File: src/rtl/tbwd_pkg.sv
`timescale 1ns/1ps
package tbwd_pkg;

    localparam int DATA_W = 32;

    // word indices on the register bus
    localparam int WORD_CTRL_A = 0;
    localparam int WORD_CTRL_B = 1;
    localparam int WORD_TBASE  = 2;

    // bit positions that software decodes
    localparam int BIT_KEY_B  = 0;  // in word B
    localparam int BIT_KEY_A  = 1;  // in word A
    localparam int BIT_STATE  = 2;  // in word A
    localparam int BIT_RSTAT  = 3;  // in word A

    typedef enum logic [1:0] {
        SEL_CTRL_A,
        SEL_CTRL_B,
        SEL_TBASE,
        SEL_NONE
    } reg_sel_e;

    typedef struct packed {
        logic key_a;
        logic key_b;
    } keys_t;

    typedef struct packed {
        logic rstat;
        logic state;
    } stat_t;

    typedef struct packed {
        logic restart;
        logic clr_state;
        logic clr_rstat;
    } svc_t;

    function automatic reg_sel_e word_sel(input logic [31:0] word);
        reg_sel_e s;
        if (word == 32'(WORD_CTRL_A))      s = SEL_CTRL_A;
        else if (word == 32'(WORD_CTRL_B)) s = SEL_CTRL_B;
        else if (word == 32'(WORD_TBASE))  s = SEL_TBASE;
        else                               s = SEL_NONE;
        return s;
    endfunction

    function automatic logic [DATA_W-1:0] pack_ctrl_a(input stat_t s, input logic key_a);
        logic [DATA_W-1:0] w;
        w = '0;
        w[BIT_KEY_A] = key_a;
        w[BIT_STATE] = s.state;
        w[BIT_RSTAT] = s.rstat;
        return w;
    endfunction

    function automatic logic [DATA_W-1:0] pack_ctrl_b(input logic key_b);
        logic [DATA_W-1:0] w;
        w = '0;
        w[BIT_KEY_B] = key_b;
        return w;
    endfunction

endpackage

File: src/rtl/tbwd_timebase.sv
`timescale 1ns/1ps
module tbwd_timebase #(
    parameter int TB_W = 32
) (
    input  logic            clk,
    input  logic            rst,
    output logic [TB_W-1:0] tb
);
    always_ff @(posedge clk) begin
        if (rst) tb <= '0;
        else     tb <= tb + TB_W'(1);
    end
endmodule

File: src/rtl/tbwd_interval.sv
`timescale 1ns/1ps
module tbwd_interval #(
    parameter int N = 16
) (
    input  logic clk,
    input  logic rst,
    input  logic run,
    input  logic restart,
    output logic ovf
);
    logic [N-1:0] cnt_q;

    // a restart on the terminal count suppresses the overflow
    assign ovf = run & ~restart & (&cnt_q);

    always_ff @(posedge clk) begin
        if (rst || !run || restart) cnt_q <= '0;
        else                        cnt_q <= cnt_q + N'(1);
    end
endmodule

File: src/rtl/tbwd_expiry.sv
`timescale 1ns/1ps
module tbwd_expiry
    import tbwd_pkg::*;
#(
    parameter int RST_LEN = 16
) (
    input  logic  clk,
    input  logic  rst,
    input  logic  ovf,
    input  logic  clr_state,
    input  logic  clr_rstat,
    output stat_t stat,
    output logic  rst_req
);
    localparam int PW = $clog2(RST_LEN + 1);

    logic [PW-1:0] left_q;

    always_ff @(posedge clk) begin
        if (rst) begin
            stat   <= '0;
            left_q <= '0;
        end else if (ovf && stat.state) begin
            // second stage: request reset, record it, rearm first stage
            stat.state <= 1'b0;
            stat.rstat <= 1'b1;
            left_q     <= PW'(RST_LEN);
        end else begin
            if (ovf)            stat.state <= 1'b1;
            else if (clr_state) stat.state <= 1'b0;
            if (clr_rstat)      stat.rstat <= 1'b0;
            if (left_q != '0)   left_q <= left_q - PW'(1);
        end
    end

    assign rst_req = (left_q != '0);
endmodule

File: src/rtl/tbwd_regs.sv
`timescale 1ns/1ps
module tbwd_regs
    import tbwd_pkg::*;
#(
    parameter int ADDR_W      = 4,
    parameter int TB_W        = 32,
    parameter bit ENABLE_ONCE = 1'b0
) (
    input  logic              clk,
    input  logic              rst,
    input  logic [ADDR_W-1:0] bus_addr,
    input  logic              bus_wr,
    input  logic              bus_rd,
    input  logic [DATA_W-1:0] bus_wdata,
    output logic [DATA_W-1:0] bus_rdata,
    input  stat_t             stat,
    input  logic [TB_W-1:0]   tb,
    output logic              run,
    output svc_t              svc
);
    keys_t    keys_q;
    logic     locked;
    reg_sel_e sel;
    logic     wr_a;
    logic     wr_b;
    logic     unused_wdata;

    assign unused_wdata = ^bus_wdata[DATA_W-1:4];

    assign sel  = (bus_addr[1:0] == 2'b00) ? word_sel(32'(bus_addr[ADDR_W-1:2])) : SEL_NONE;
    assign wr_a = bus_wr && (sel == SEL_CTRL_A);
    assign wr_b = bus_wr && (sel == SEL_CTRL_B);
    assign run  = keys_q.key_a & keys_q.key_b;

    generate
        if (ENABLE_ONCE) begin : g_once
            logic seen_q;
            always_ff @(posedge clk) begin
                if (rst)      seen_q <= 1'b0;
                else if (run) seen_q <= 1'b1;
            end
            assign locked = seen_q | run;
        end else begin : g_free
            assign locked = 1'b0;
        end
    endgenerate

    always_ff @(posedge clk) begin
        if (rst) begin
            keys_q <= '0;
        end else begin
            if (wr_a) keys_q.key_a <= bus_wdata[BIT_KEY_A] | (locked & keys_q.key_a);
            if (wr_b) keys_q.key_b <= bus_wdata[BIT_KEY_B] | (locked & keys_q.key_b);
        end
    end

    always_comb begin
        svc.clr_state = wr_a & bus_wdata[BIT_STATE];
        svc.clr_rstat = wr_a & bus_wdata[BIT_RSTAT];
        svc.restart   = svc.clr_state | svc.clr_rstat;
    end

    always_ff @(posedge clk) begin
        if (rst) begin
            bus_rdata <= '0;
        end else if (bus_rd) begin
            case (sel)
                SEL_CTRL_A: bus_rdata <= pack_ctrl_a(stat, keys_q.key_a);
                SEL_CTRL_B: bus_rdata <= pack_ctrl_b(keys_q.key_b);
                SEL_TBASE:  bus_rdata <= DATA_W'(tb);
                default:    bus_rdata <= '0;
            endcase
        end
    end
endmodule

File: src/rtl/tbwd_top.sv
`timescale 1ns/1ps
module tbwd_top
    import tbwd_pkg::*;
#(
    parameter int INTERVAL_LOG2 = 16,
    parameter int RST_LEN       = 16,
    parameter int TB_W          = 32,
    parameter int ADDR_W        = 4,
    parameter bit ENABLE_ONCE   = 1'b0
) (
    input  logic              clk,
    input  logic              rst,
    input  logic [ADDR_W-1:0] bus_addr,
    input  logic              bus_wr,
    input  logic              bus_rd,
    input  logic [31:0]       bus_wdata,
    output logic [31:0]       bus_rdata,
    output logic              wdt_irq,
    output logic              wdt_rst_req
);
    logic            run;
    logic            ovf;
    svc_t            svc;
    stat_t           stat;
    logic [TB_W-1:0] tb_val;

    tbwd_timebase #(.TB_W(TB_W)) u_tb (
        .clk (clk),
        .rst (rst),
        .tb  (tb_val)
    );

    tbwd_regs #(
        .ADDR_W      (ADDR_W),
        .TB_W        (TB_W),
        .ENABLE_ONCE (ENABLE_ONCE)
    ) u_regs (
        .clk       (clk),
        .rst       (rst),
        .bus_addr  (bus_addr),
        .bus_wr    (bus_wr),
        .bus_rd    (bus_rd),
        .bus_wdata (bus_wdata),
        .bus_rdata (bus_rdata),
        .stat      (stat),
        .tb        (tb_val),
        .run       (run),
        .svc       (svc)
    );

    tbwd_interval #(.N(INTERVAL_LOG2)) u_ivl (
        .clk     (clk),
        .rst     (rst),
        .run     (run),
        .restart (svc.restart),
        .ovf     (ovf)
    );

    tbwd_expiry #(.RST_LEN(RST_LEN)) u_exp (
        .clk       (clk),
        .rst       (rst),
        .ovf       (ovf),
        .clr_state (svc.clr_state),
        .clr_rstat (svc.clr_rstat),
        .stat      (stat),
        .rst_req   (wdt_rst_req)
    );

    assign wdt_irq = stat.state;
endmodule

File: config.mk
export PLATFORM = sky130hd
export DESIGN_NAME = tbwd_top
export DESIGN_NICKNAME = d
export VERILOG_FILES = /design/src/rtl/tbwd_pkg.sv /design/src/rtl/tbwd_timebase.sv /design/src/rtl/tbwd_interval.sv /design/src/rtl/tbwd_expiry.sv /design/src/rtl/tbwd_regs.sv /design/src/rtl/tbwd_top.sv
export SDC_FILE = /design/constraint.sdc
export NUM_CORES = 1
export LEC_CHECK = 0
export ABC_AREA = 1
export BUFFER_PORTS_ARGS = -buffer_cell sky130_fd_sc_hd__buf_2
export CAP_MARGIN = 30
export CORE_MARGIN = 2
export CORE_UTILIZATION = 40
export DETAILED_ROUTE_END_ITERATION = 10
export PLACE_DENSITY_LB_ADDON = 0.08
export SYNTH_ARGS = -nofsm -noshare
export SYNTH_HDL_FRONTEND = slang
export SYNTH_SLANG_ARGS = --single-unit
export TNS_END_PERCENT = 100
File: constraint.sdc
create_clock -name clk -period 1.8 [get_ports clk]
set_input_delay 0 -clock clk [delete_from_list [all_inputs] [get_ports clk]]
set_output_delay 0 -clock clk [all_outputs]
set_load 0.005 [all_outputs]
==> reports/results.tsv <==
metric	value	unit
status	complete, no violations	
chip width	104.6	um
Async S/R FF share, synth	0	
iteration count of the initial detailed-routing pass	4	
final setup fails	0	
synth warn	0	
dpl hpwl	7.095	mm
dpl cells	737	
pre-CTS WS	0.1988	ns
startpoint class of the critical path	register	
Vias	3687	
reg-to-reg endpoint	u_tb.tb[18]	
Required @ worst endpoint	2.04	ns
clock sink count	89	
syn_nets	614	
Critical Path End Type	register	
DRT iter0 DRCs	141	
worst skew pair latency	0.35	ns
Pint	2.909	mW
Final min period	1.629	ns
fraction of the yosys area taken by sequential cells	0.4398	
drc violations	0	
Max Cap Viol	0	
initial antenna violation count	0	
count of pins over their slew limit	0	
f_max	614.0	MHz
worst r2r path cells	8	
Final Hold Viols	0	
Via-to-Cell Ratio	4.877	
All-Layer GR Usage	0.1814	
num ports	74	
worst reg2reg setup slack	0.17	ns
Worst Max-Slew Pin Slew	0.5239	ns
Overall Power	3.918	mW
Root Driver	clkbuf_8	
combinational cell fraction of total power	0.112	
first-pass GRT wire length	16.26	mm
row cnt	36	
CTS clock-pin slew for the worst setup and hold paths	0.09	ns
most common cell after layout, fill and taps aside	nand2_1	
CP peak stage delay	0.39	ns
Final period util	0.9048	
worst r2r src	u_tb.tb[0]	
Net Switching	1.010	mW
cells along the critical path	ha_1 > nand2_1 > nor2_1 > nand3_2 > nor2_2 > nand2_1 > o21ai_0 > a21oi_1	
placed cell area	0.004420	sq mm
Cell Pwr Density	841.6	mW/mm^2
CP bufs+invs	0	
Static Leak	1.655	nW
Post-synth top flop	dfxtp_1	
CP startpoint	u_tb.tb[0]	
Antenna Nets Post-Route	0	
Crit-path slowest cell	dfxtp_1	
Setup WS post-layout	0.1713	ns
Syn Area/Cell	7.108	sq um
clock power share	0.352	
core area	0.009819	sq mm
Worst Hold End	u_exp.stat[0]	
Seq pwr share	0.536	
CTS tree	done	
Min-Delay Path Depth	6	
# diodes	0	
Yosys cell types	32	
share of layout cells above drive strength 1	0.1429	
Slew headroom	0.6507	
Synth Register Bits	89	
WL final	9.550	mm
CP dominant cell by count	nand2_1	
number of synthesized flops with an enable pin	0	
setup TNS	0	ns
CTS buffer count	9	
Fin Hold WS	0.02326	ns
worst path arrival time	1.86	ns
CTS max path bufs	2	
Hold/Removal Path Class	input pin to register	
post-layout util	0.4741	
post-synthesis cell area	0.004051	sq mm
commonest non-fill, non-tap cells in the layout	130 x nand2_1, 89 x dfxtp_1, 69 x nor2_1	
RSZ-0062 raised after global routing	false	
die area	0.01095	sq mm
total gr overflow	0	
Die Y	104.6	um
routed len/inst	12.63	um
Crit path max-delay family	simple AND/OR/NAND/NOR gates	
CTS H-tree lvls	3	
Final #Nets	663	
peak supply drop	473.6	uV
hold_sp	bus_wdata[2]	
CP Max Fanout	4	
Clock Skew	0.01702	ns
Layout area overhead	14.92	%
I/O Buffers	45	
critical path type	register to register	
Mapped Cells	570	
Starting Density	0.4126	
largest net degree at the start of global routing	65	
Final Instance Area	0.004656	sq mm
switching share of total power	0.2577	
Filler cells	1066	
GP Congestion	0.8602	
Layout Cells excl Fill	756	
vias in the first global route	3466	
-- cell type report --
cell class / count / area, sq um / share of cell area
multi-input combinational: 407 / 1987 / 0.4268
sequential: 89 / 1782 / 0.3827
timing repair buffer: 56 / 317.8 / 0.06826
inverter: 56 / 210.2 / 0.04515
tap: 133 / 166.4 / 0.03574
clock buffer: 11 / 141.4 / 0.03037
clock inverter: 4 / 51.30 / 0.01102
-- what timing repair did --
action | CTS | global route
hold endpoints to repair | 3 | 0
hold buffers | 4 | 0
endpoints found under the setup margin | 0 | 2
setup buffers | 0 | 0
gates resized for setup | 0 | 1
-- power groups by stage --
stage	registers (mW)	clock network, mW	logic (mW)
after floorplan	2.14	0	0.305
after global placement	2.14	0	0.418
after detailed placement	2.15	0	0.436
after CTS	2.10	1.42	0.444
after global routing	2.11	1.51	0.509
final	2.10	1.38	0.438
-- sequential cells by signal (all words and copies together), names as in the netlist --
name,count
u_ivl.cnt_q,16
u_exp.stat,2
u_tb.tb,32
u_regs.bus_rdata,32
u_regs.keys_q,2
u_exp.left_q,5
-- cells in the mapped netlist (4+ instances only) --
cell / instances / area [sq um]
nand2_1: 130 / 488.0
dfxtp_1: 89 / 1782
nor2_1: 71 / 266.5
a21oi_1: 59 / 295.3
inv_1: 55 / 206.5
o21ai_0: 44 / 220.2
nand3_1: 23 / 115.1
nor3_1: 19 / 95.09
clkbuf_1: 12 / 45.04
nand4_1: 8 / 50.05
xor2_1: 8 / 70.07
nand3b_1: 6 / 45.04
buf_2: 5 / 25.02
nand3_2: 5 / 50.05
nor2_2: 5 / 31.28
ha_1: 4 / 50.05
xnor2_1: 4 / 35.03
-- cells by family (layout without fill, tap and decap cells) --
logic type	after synthesis	in the layout	share of synthesized area
adder cells (fa/ha/maj)	4	4	0.01235
buffers and inverters	74	127	0.07103
XOR/XNOR	12	12	0.02594
AND/OR/NAND/NOR	280	280	0.3094
AO/OA/AOI/OAI	110	110	0.1390
multiplexers	1	1	0.002471
flip-flops	89	89	0.4398
-- per-layer routing --
metal | wire, um | GRT usage | vias up
met3 | 346 | 0.04055 | 10
li1 | - | - | 1951
met1 | 4603 | 0.2326 | 1668
met2 | 4497 | 0.3095 | 58
met4 | 103 | 0.04571 | 0
met5 | 0 | 0 | -
-- worst register-to-register path: stages (launching register included) --
cell and delay [ns]:
dfxtp_1 0.39, ha_1 0.23, nand2_1 0.10, nor2_1 0.19
nand3_2 0.15, nor2_2 0.17, nand2_1 0.08, o21ai_0 0.14
a21oi_1 0.05
-- how the worst max path moves through the flow --
stage | cells past startpoint | endpoint | slack [ns]
2_1_floorplan | 8 | u_tb.tb[18] | 0.41
5_1_grt | 8 | u_tb.tb[18] | 0.02
3_3_place_gp | 8 | u_tb.tb[18] | 0.21
6_report | 8 | u_tb.tb[18] | 0.17
4_1_cts | 8 | u_tb.tb[18] | 0.18
3_5_place_dp | 8 | u_tb.tb[18] | 0.20
No activity file was read; power rests on OpenSTA's default activity.
